$ cat src/rtl/cfgv_pkg.sv
package cfgv_pkg;
  typedef struct packed {
    logic rd;
    logic gold;
    logic skip;
  } cfgv_bit_t;
endpackage

$ cat src/rtl/cfgv_cmp.sv
module cfgv_cmp
  import cfgv_pkg::*;
(
  input  logic      take_i,
  input  cfgv_bit_t smp_i,
  output logic      miss_o
);
  logic differ;
  always_comb begin
    differ = smp_i.rd ^ smp_i.gold;
    miss_o = take_i & ~smp_i.skip & differ;
  end
endmodule

$ cat src/rtl/cfgv_cnt.sv
module cfgv_cnt #(
  parameter int CNT_W = 8
) (
  input  logic             clk,
  input  logic             rst_n,
  input  logic             clr_i,
  input  logic             inc_i,
  output logic [CNT_W-1:0] cnt_nxt_o,
  output logic [CNT_W-1:0] cnt_o
);
  localparam logic [CNT_W-1:0] CMAX = {CNT_W{1'b1}};
  logic [CNT_W-1:0] cnt_q;

  always_comb begin
    cnt_nxt_o = cnt_q;
    if (clr_i)                    cnt_nxt_o = '0;
    else if (inc_i && cnt_q != CMAX) cnt_nxt_o = cnt_q + 1'b1;
  end

  always_ff @(posedge clk or negedge rst_n) begin
    if (!rst_n) cnt_q <= '0;
    else        cnt_q <= cnt_nxt_o;
  end

  assign cnt_o = cnt_q;


  cnt_no_wrap_chk: assert property (@(posedge clk) disable iff (!rst_n)
    (inc_i && !clr_i && cnt_q == CMAX) |=> cnt_q == CMAX);

  cnt_monotone_chk: assert property (@(posedge clk) disable iff (!rst_n)
    !clr_i |=> cnt_q >= $past(cnt_q));
endmodule

$ cat src/rtl/cfgv_ctl.sv
module cfgv_ctl #(
  parameter int IDX_W = 16
) (
  input  logic             clk,
  input  logic             rst_n,
  input  logic             start_i,
  input  logic             bit_vld_i,
  input  logic             end_i,
  input  logic             miss_i,
  input  logic             cnt_zero_nxt_i,
  output logic             take_o,
  output logic             clr_o,
  output logic             first_hit_o,
  output logic [IDX_W-1:0] first_idx_o,
  output logic             done_o,
  output logic             pass_o
);
  logic             active_q, active_d;
  logic [IDX_W-1:0] idx_q, idx_d;
  logic             hit_q, hit_d;
  logic [IDX_W-1:0] fidx_q, fidx_d;
  logic             done_q, done_d;
  logic             pass_q, pass_d;
  logic             fin;

  always_comb begin
    clr_o    = start_i;
    take_o   = bit_vld_i & active_q & ~start_i;
    fin      = end_i & active_q & ~start_i;
    active_d = active_q;
    idx_d    = idx_q;
    hit_d    = hit_q;
    fidx_d   = fidx_q;
    done_d   = 1'b0;
    pass_d   = pass_q;
    if (start_i) begin
      active_d = 1'b1;
      idx_d    = '0;
      hit_d    = 1'b0;
      fidx_d   = '0;
      pass_d   = 1'b0;
    end else begin
      if (take_o) begin
        idx_d = idx_q + 1'b1;
        if (miss_i && !hit_q) begin
          hit_d  = 1'b1;
          fidx_d = idx_q;
        end
      end
      if (fin) begin
        active_d = 1'b0;
        done_d   = 1'b1;
        pass_d   = cnt_zero_nxt_i;
      end
    end
  end

  always_ff @(posedge clk or negedge rst_n) begin
    if (!rst_n) begin
      active_q <= 1'b0;
      idx_q    <= '0;
      hit_q    <= 1'b0;
      fidx_q   <= '0;
      done_q   <= 1'b0;
      pass_q   <= 1'b0;
    end else begin
      active_q <= active_d;
      idx_q    <= idx_d;
      hit_q    <= hit_d;
      fidx_q   <= fidx_d;
      done_q   <= done_d;
      pass_q   <= pass_d;
    end
  end

  assign first_hit_o = hit_q;
  assign first_idx_o = fidx_q;
  assign done_o      = done_q;
  assign pass_o      = pass_q;


  first_hold_chk: assert property (@(posedge clk) disable iff (!rst_n)
    (hit_q && !start_i) |=> (hit_q && $stable(fidx_q)));

  done_pulse_chk: assert property (@(posedge clk) disable iff (!rst_n)
    done_q |=> !done_q);

  start_clear_chk: assert property (@(posedge clk) disable iff (!rst_n)
    start_i |=> (!hit_q && !pass_q && idx_q == '0));
endmodule

$ cat src/rtl/cfgv_top.sv
module cfgv_top
  import cfgv_pkg::*;
#(
  parameter int IDX_W = 16,
  parameter int CNT_W = 8
) (
  input  logic             clk,
  input  logic             rst_n,
  input  logic             start_i,
  input  logic             bit_vld_i,
  input  logic             rd_bit_i,
  input  logic             gold_bit_i,
  input  logic             skip_bit_i,
  input  logic             end_i,
  output logic             mism_o,
  output logic [CNT_W-1:0] err_cnt_o,
  output logic             first_hit_o,
  output logic [IDX_W-1:0] first_idx_o,
  output logic             done_o,
  output logic             pass_o
);
  cfgv_bit_t        smp;
  logic             take, clr, miss, mism_q;
  logic [CNT_W-1:0] cnt_nxt;

  assign smp = '{rd: rd_bit_i, gold: gold_bit_i, skip: skip_bit_i};

  cfgv_cmp u_cmp (.take_i(take), .smp_i(smp), .miss_o(miss));

  cfgv_cnt #(.CNT_W(CNT_W)) u_cnt (
    .clk(clk), .rst_n(rst_n), .clr_i(clr), .inc_i(miss),
    .cnt_nxt_o(cnt_nxt), .cnt_o(err_cnt_o));

  cfgv_ctl #(.IDX_W(IDX_W)) u_ctl (
    .clk(clk), .rst_n(rst_n), .start_i(start_i), .bit_vld_i(bit_vld_i),
    .end_i(end_i), .miss_i(miss), .cnt_zero_nxt_i(cnt_nxt == '0),
    .take_o(take), .clr_o(clr), .first_hit_o(first_hit_o),
    .first_idx_o(first_idx_o), .done_o(done_o), .pass_o(pass_o));

  always_ff @(posedge clk or negedge rst_n) begin
    if (!rst_n) mism_q <= 1'b0;
    else        mism_q <= miss;
  end
  assign mism_o = mism_q;


  mism_counted_chk: assert property (@(posedge clk) disable iff (!rst_n)
    mism_o |-> (err_cnt_o != '0 && first_hit_o));

  skip_quiet_chk: assert property (@(posedge clk) disable iff (!rst_n)
    (bit_vld_i && skip_bit_i && !start_i) |=> (!mism_o && $stable(err_cnt_o)));

  verdict_chk: assert property (@(posedge clk) disable iff (!rst_n)
    done_o |-> (pass_o == (err_cnt_o == '0)));
endmodule

$ cat config.mk
export PLATFORM = sky130hd
export DESIGN_NAME = cfgv_top
export DESIGN_NICKNAME = d
export VERILOG_FILES = /design/src/rtl/cfgv_pkg.sv /design/src/rtl/cfgv_cmp.sv /design/src/rtl/cfgv_cnt.sv /design/src/rtl/cfgv_ctl.sv /design/src/rtl/cfgv_top.sv
export SDC_FILE = /design/constraint.sdc
export NUM_CORES = 1
export LEC_CHECK = 0
export ABC_AREA = 1
export ABC_CLOCK_PERIOD_IN_PS = 4450
export BUFFER_PORTS_ARGS = -buffer_cell sky130_fd_sc_hd__buf_4
export CAP_MARGIN = 40
export CORE_MARGIN = 8
export CORE_UTILIZATION = 60
export CTS_CLUSTER_DIAMETER = 120
export DETAILED_ROUTE_END_ITERATION = 10
export PLACE_DENSITY = 0.94
export SETUP_SLACK_MARGIN = 0.05
export SKIP_LAST_GASP = 1
export SYNTH_ARGS = -nofsm -noshare
export SYNTH_HDL_FRONTEND = slang
export SYNTH_HIERARCHICAL = 1
export SYNTH_SLANG_ARGS = --single-unit
$ cat constraint.sdc
create_clock -name clk -period 4.45 [get_ports clk]
set_input_delay 1.335 -clock clk [delete_from_list [all_inputs] [get_ports clk]]
set_output_delay 1.335 -clock clk [all_outputs]
set_load 0.01 [all_outputs]
==> reports/qor.txt, run 1 <==
Clock H-tree levels = 2
Syn_area_per_cell = 8.34 sq um
Clock-pin slew on the worst setup and hold paths = 0.07 ns
Worst setup path startpoint = bit_vld_i
Area leader, netlist = dfrtp_1
Pwr dens = 266 nW/um^2
# rows = 22
RR Startpoint = u_ctl/active_q
RSZ-0062 raised after global routing = false
Initial Util = 0.626
Reg2Reg Depth = 8
Sequential area share after synthesis = 0.488
Gate power share = 0.066
CTS buffer count = 5
Top post-synthesis cells by area = dfrtp_1, nand2_1, inv_1, nor2_1, nand3_1
Total chip power = 711 uW
R2r setup slk = 2.19 ns
CP Capture Type = flip-flop
DR DRC count = 0
PortBufs = 35
Slew Viols, Final = 0
Clock network power share = 0.348
HP Start = u_ctl/first_idx_o[5]
Vias = 1941
Setup TNS Final = 0 ns
Mapped Area = 2310 sq um
Syn-to-layout area delta = 15.9%
Fmax = 344 MHz
TritonCTS clock tree = yes
Clk root buf = clkbuf_8
Lkg Pwr = 0.00141 uW
Antenna Violating Nets Remaining = 0
Total Wirelength = 5.16 mm
Clk_lat worst skew = 0.29 ns
Max-cap violations = 0
Outcome = completed
Gr usage total = 0.176
First-pass DRT Iterations = 4
Ports = 36
Tcrit/Tclk final = 0.654
Die Area = 6090 sq um
Net Sw Power = 161 uW
Crit Path Class = in -> reg
Yosys reg bits = 45
Switching share of power = 0.227
Share of cells above drive strength 1 = 0.242
Detail Placement HPWL = 3.85 mm
Die width = 78.0 um
Max incr delay on CP = 0.36 ns
Vias in the first global route = 1927
Sequential Power Share = 0.586
Startpoint Class = input pin
Post-CTS setup buffers = 0
Initial DRC count = 146
DR WL/cell = 14.2 um
Diodes inserted = 0
Crit-path slowest cell = nor2_2
R2R Path End = u_ctl/first_idx_o[10]
Critical path capture point = u_ctl/first_idx_o[10]
Core Area = 3690 sq um
Synth unique cells = 25
Max VDD drop = 184 uV
Routability Congestion = 0.860
Mapped Cells = 277
Largest net degree at the start of global routing = 46
Crit Path Max Fanout = 12
Number of fill cells in the layout = 298
# setup viols final = 0
Min-Delay Path Class = reg -> reg
Grt ovf = 0
Initial antenna violation count = 0
First-pass GRT wire length = 8.73 mm
Clock sink total = 45
Final Skew = 0.00461 ns
Int Power = 550 uW
Hold_buf cts = 0
CP most frequent cell = nor2_2
Critical path data arrival time = 3.10 ns
Slew HR = 0.636
Post-synth net total = 287
Final worst path period need = 2.91 ns
Yosys top cell area share = 0.488
Req. time, crit path = 4.64 ns
Nets = 324
Yosys Warn Count = 6
Die Height = 78.0 um
Slew @ Worst Pin = 0.546 ns
Hold violation total from the final report = 0
Critical Path, Cell by Cell = buf_4 -> nand2_4 -> nor2_8 -> nand2_1 -> nor2_2 -> inv_1 -> nor2_2 -> nand2_2 -> o21ai_0
Max Root-Sink Buffers = 2
# resized after CTS = 0
Vias per cell = 5.36
==> synthesized netlist by cell type <==
cell,n
nand3_1,20
and2_2,1
o21ai_0,8
buf_4,2
nor2_1,30
a21oi_1,14
buf_2,1
nand2_4,5
ha_1,2
nand4_1,3
nand3b_1,2
nand2_2,2
buf_6,2
nor2_2,4
o21ai_2,10
nor2_8,2
nor3_1,2
inv_1,32
dfrtp_1,45
nand2_1,75
nor2_4,6
o21ai_1,1
a211oi_1,3
a21oi_2,1
inv_2,4
==> logic make-up after synthesis <==
logic type,share of synthesized area
simple gates,0.323
buf+inv,0.0769
flops,0.488
compound gates,0.101
fa+ha+maj,0.0108
==> cell type report <==
cell class | instances | area (sq um) | area share
clock buffer | 7 | 86.3 | 0.0323
multi-input combinational | 191 | 1010 | 0.376
tap | 48 | 60.1 | 0.0224
inverter | 36 | 135 | 0.0505
timing repair buffer | 35 | 263 | 0.0982
sequential | 45 | 1130 | 0.421
==> how the worst min path moves through the flow <==
stage | to | slack, ns | cells after the start
floorplan | u_ctl/idx_q[3] | 0.48 | 1
global placement | u_ctl/first_idx_o[4] | 0.46 | 2
detailed placement | u_ctl/first_idx_o[2] | 0.47 | 2
CTS | u_ctl/first_idx_o[2] | 0.49 | 2
global route | u_ctl/first_idx_o[6] | 0.53 | 2
finish | u_ctl/first_idx_o[5] | 0.49 | 2
==> through the flow <==
stage | worst slack, ns | utilization | hold WS, ns | std cells | instance area, sq um
after global routing | 1.32 | 0.726 | 0.525 | 362 | 2680
after floorplan | 1.73 | - | 0.476 | 277 | 2310
after CTS | 1.58 | 0.726 | 0.494 | 362 | 2680
final | 1.54 | 0.726 | 0.490 | 362 | 2680
after detailed placement | 1.29 | 0.702 | 0.474 | 355 | 2590
after global placement | 1.39 | 0.702 | 0.462 | 355 | 2590
==> cell usage in the layout, fill, tap and decap left out, types with 2 or more instances in the layout <==
cell / Yosys / routed
dfrtp_1: 45 / 45
ha_1: 2 / 2
nor3_1: 2 / 2
a211oi_1: 3 / 3
nand2_4: 5 / 5
nor2_2: 4 / 4
nor2_8: 2 / 2
nand4_1: 3 / 3
nand3_1: 20 / 20
nand2_1: 75 / 75
inv_1: 32 / 32
nand3b_1: 2 / 2
o21ai_0: 8 / 8
nand2_2: 2 / 2
o21ai_2: 10 / 10
inv_2: 4 / 4
buf_4: 2 / 35
nor2_4: 6 / 6
clkbuf_8: 0 / 6
nor2_1: 30 / 30
a21oi_1: 14 / 14
==> power by group through the flow <==
| stage | clock network [uW] | registers, uW | logic, uW |
|---|---|---|---|
| floorplan | 0 | 425 | 24.4 |
| detailed placement | 0 | 425 | 47.4 |
| finish | 248 | 417 | 46.8 |
| CTS | 255 | 417 | 47.5 |
| global placement | 0 | 425 | 45.2 |
| global route | 273 | 418 | 53.1 |
==> flip-flops by register name, summed over array words and instances (netlist names) <==
register and flops:
u_ctl/first_idx_o 16, u_ctl/idx_q 16, u_cnt/cnt_o 8, mism_o 1, u_ctl/active_q 1, u_ctl/done_o 1
u_ctl/first_hit_o 1, u_ctl/pass_o 1
==> critical path: cells and delay by family <==
| family | cells | cell delay [ns] |
|---|---|---|
| AOI/OAI and AO/OA | 1 | 0.29 |
| and+or+nand+nor | 6 | 1.27 |
| buffers and inverters | 2 | 0.20 |
==> metal layers <==
layer / track usage / vias to the layer above / routed length [um]
met1: 0.199 / 932 / 2030
li1: - / 946 / -
met4: 0.0759 / 0 / 107
met2: 0.304 / 52 / 2720
met3: 0.0513 / 11 / 306
met5: 0 / - / 0
Power figures use the tool's default switching activity.
==> run 2: changes to the inputs <==
- ABC_CLOCK_PERIOD_IN_PS: 4450 -> 2800
- CORE_UTILIZATION: 60 -> 56
- PLACE_DENSITY: 0.94 -> 0.89
- clock period: 4.45 -> 2.8 ns (I/O delays scaled with it)
==> reports/qor.txt, run 2 (synthesis gave the netlist of run 1 again) <==
# rows = 23 (+4.5%)
Startpoint Class = input pin
Crit-path slowest cell = nor2_2
CP Capture Type = flip-flop
Worst Setup Slack, final = 0.482 ns (-1.06 ns)
Clk_lat worst skew = 0.30 ns (about the same)
Req. time, crit path = 3.05 ns (-1.59 ns)
Outcome = completed
Crit Path Class = in -> reg
Tcrit/Tclk final = 0.828
Slew HR = 0.631 (-0.00520)
Min-Delay Path Class = reg -> reg
Hold_buf cts = 0 (unchanged)
Met3 routed WL = 325 um (+6.2%)
Met2 WL = 2.66 mm (-2.1%)
First-pass GRT wire length = 8.90 mm (+2.0%)
Most frequent cells in the layout = nand2_1, dfrtp_1, buf_4
Clk root buf = clkbuf_8
Slew Viols, Final = 0 (unchanged)
RSZ-0062 raised after global routing = false
Lkg Pwr = 0.00144 uW (+2.1%)
Pwr dens = 482 nW/um^2 (+81%)
Initial Util = 0.577 (-0.0488)
Diodes inserted = 0 (unchanged)
Clock-pin slew on the worst setup and hold paths = 0.09 ns (+0.02 ns)
Commonest non-fill, non-tap cell in the layout = nand2_1
Max-cap violations = 0 (unchanged)
Crit Path Max Fanout = 10 (-2)
Final Skew = 0.00957 ns (+0.00496 ns)
Routability Congestion = 0.886 (+3.0%)
Hold violation total from the final report = 0 (unchanged)
DR DRC count = 0 (unchanged)
Top layer in use = met4
CTS buffer count = 5 (unchanged)
Critical Path, Cell by Cell = buf_4 -> nand2_4 -> nor2_8 -> nand2_1 -> nor2_2 -> nand3_1 -> nor2_1 -> nand3_1 -> nand2_1 -> nor2_1 -> nor2_1 -> nand2_1 -> nor2_1 -> nand2_1 -> nand2_1
Pre-CTS setup slack = 0.200 ns (-1.09 ns)
Initial antenna violation count = 0 (unchanged)
Total Wirelength = 5.20 mm (+0.87%)
Antenna Violating Nets Remaining = 0 (unchanged)
Ports = 36 (unchanged)
TritonCTS clock tree = yes
CP most frequent cell = nand2_1
Share of cells above drive strength 1 = 0.250 (+0.00796)
Nets = 325 (+0.31%)
Initial DRC count = 129 (-12%)
Vias = 1954 (+0.67%)
Slew @ Worst Pin = 0.553 ns (+0.00780 ns)
Largest net degree at the start of global routing = 46 (unchanged)
Clock sink total = 45 (unchanged)
Max Root-Sink Buffers = 2 (unchanged)
Critical path data arrival time = 2.57 ns (-0.53 ns)
PortBufs = 35 (unchanged)
Gr usage total = 0.173 (-0.00388)
Die width = 80.2 um (+2.8%)
Syn-to-layout area delta = 18.4%
Max incr delay on CP = 0.36 ns (about the same)
Die Height = 80.2 um (+2.8%)
Core Area = 4000 sq um (+8.4%)
M1 wire length = 2.10 mm (+3.9%)
First-pass DRT Iterations = 4 (unchanged)
Vias per cell = 5.34 (-0.43%)
Vias in the first global route = 2002 (+3.9%)
Post-CTS setup buffers = 0 (unchanged)
R2r setup slk = 0.65 ns (-1.54 ns)
Final worst path period need = 2.32 ns
DR WL/cell = 14.2 um (-0.23%)
Setup TNS Final = 0 ns (unchanged)
Grt ovf = 0 (unchanged)
Max VDD drop = 443 uV (+140%)
Detail Placement HPWL = 3.80 mm (-1.2%)
# setup viols final = 0 (unchanged)
# resized after CTS = 0 (unchanged)
Die Area = 6440 sq um (+5.7%)
Fmax = 431 MHz
Clock H-tree levels = 2 (unchanged)
[run 2: layer usage]
layer | vias to the layer above | GRT usage
met2 | 59 | 0.293
met4 | 0 | 0.0800
met3 | 15 | 0.0491
met1 | 929 | 0.195
met5 | - | 0
li1 | 951 | -
[run 2: report_power, final]
group          internal (uW)  total (uW)  switching, uW
Clock                    354         578            224
Combinational           23.1        76.2           53.1
Sequential               656         663           6.82
[run 2: final cells by class]
cell class / instances / area [sq um]
Tap cell: 50 / 62.6
Sequential cell: 45 / 1130
Multi-Input combinational cell: 191 / 1010
Inverter: 36 / 135
Clock inverter: 3 / 65.1
Fill cell: 301 / 1270
Timing Repair Buffer: 36 / 270
Clock buffer: 5 / 68.8
[run 2: path summary, 6_finish.rpt]
| path | depth (start not counted) | endpoint | from |
|---|---|---|---|
| min reg2reg | 2 | u_ctl/first_idx_o[6] | u_ctl/first_idx_o[6] |
| min in group asynchronous | 1 | u_ctl/first_idx_o[14] | rst_n |
| max reg2reg | 14 | u_ctl/pass_o | u_ctl/active_q |
| max | 15 | u_ctl/pass_o | bit_vld_i |
| min | 2 | u_ctl/first_idx_o[6] | u_ctl/first_idx_o[6] |
| max in group asynchronous | 1 | u_ctl/idx_q[9] | rst_n |
[run 2: worst max-delay path: cells and delay by family]
kind	cells	cell delay, ns
buffers and inverters	1	0.10
and+or+nand+nor	14	1.62
[run 2: stage by stage]
stage	cells	hold slack, ns	total power [uW]	instance area (sq um)	utilization
finish	366	0.489	1320	2730	0.683
global route	366	0.523	1360	2730	0.683
CTS	366	0.492	1320	2730	0.683
detailed placement	358	0.470	752	2600	0.650
global placement	358	0.456	749	2600	0.650
floorplan	277	0.476	715	2310	-
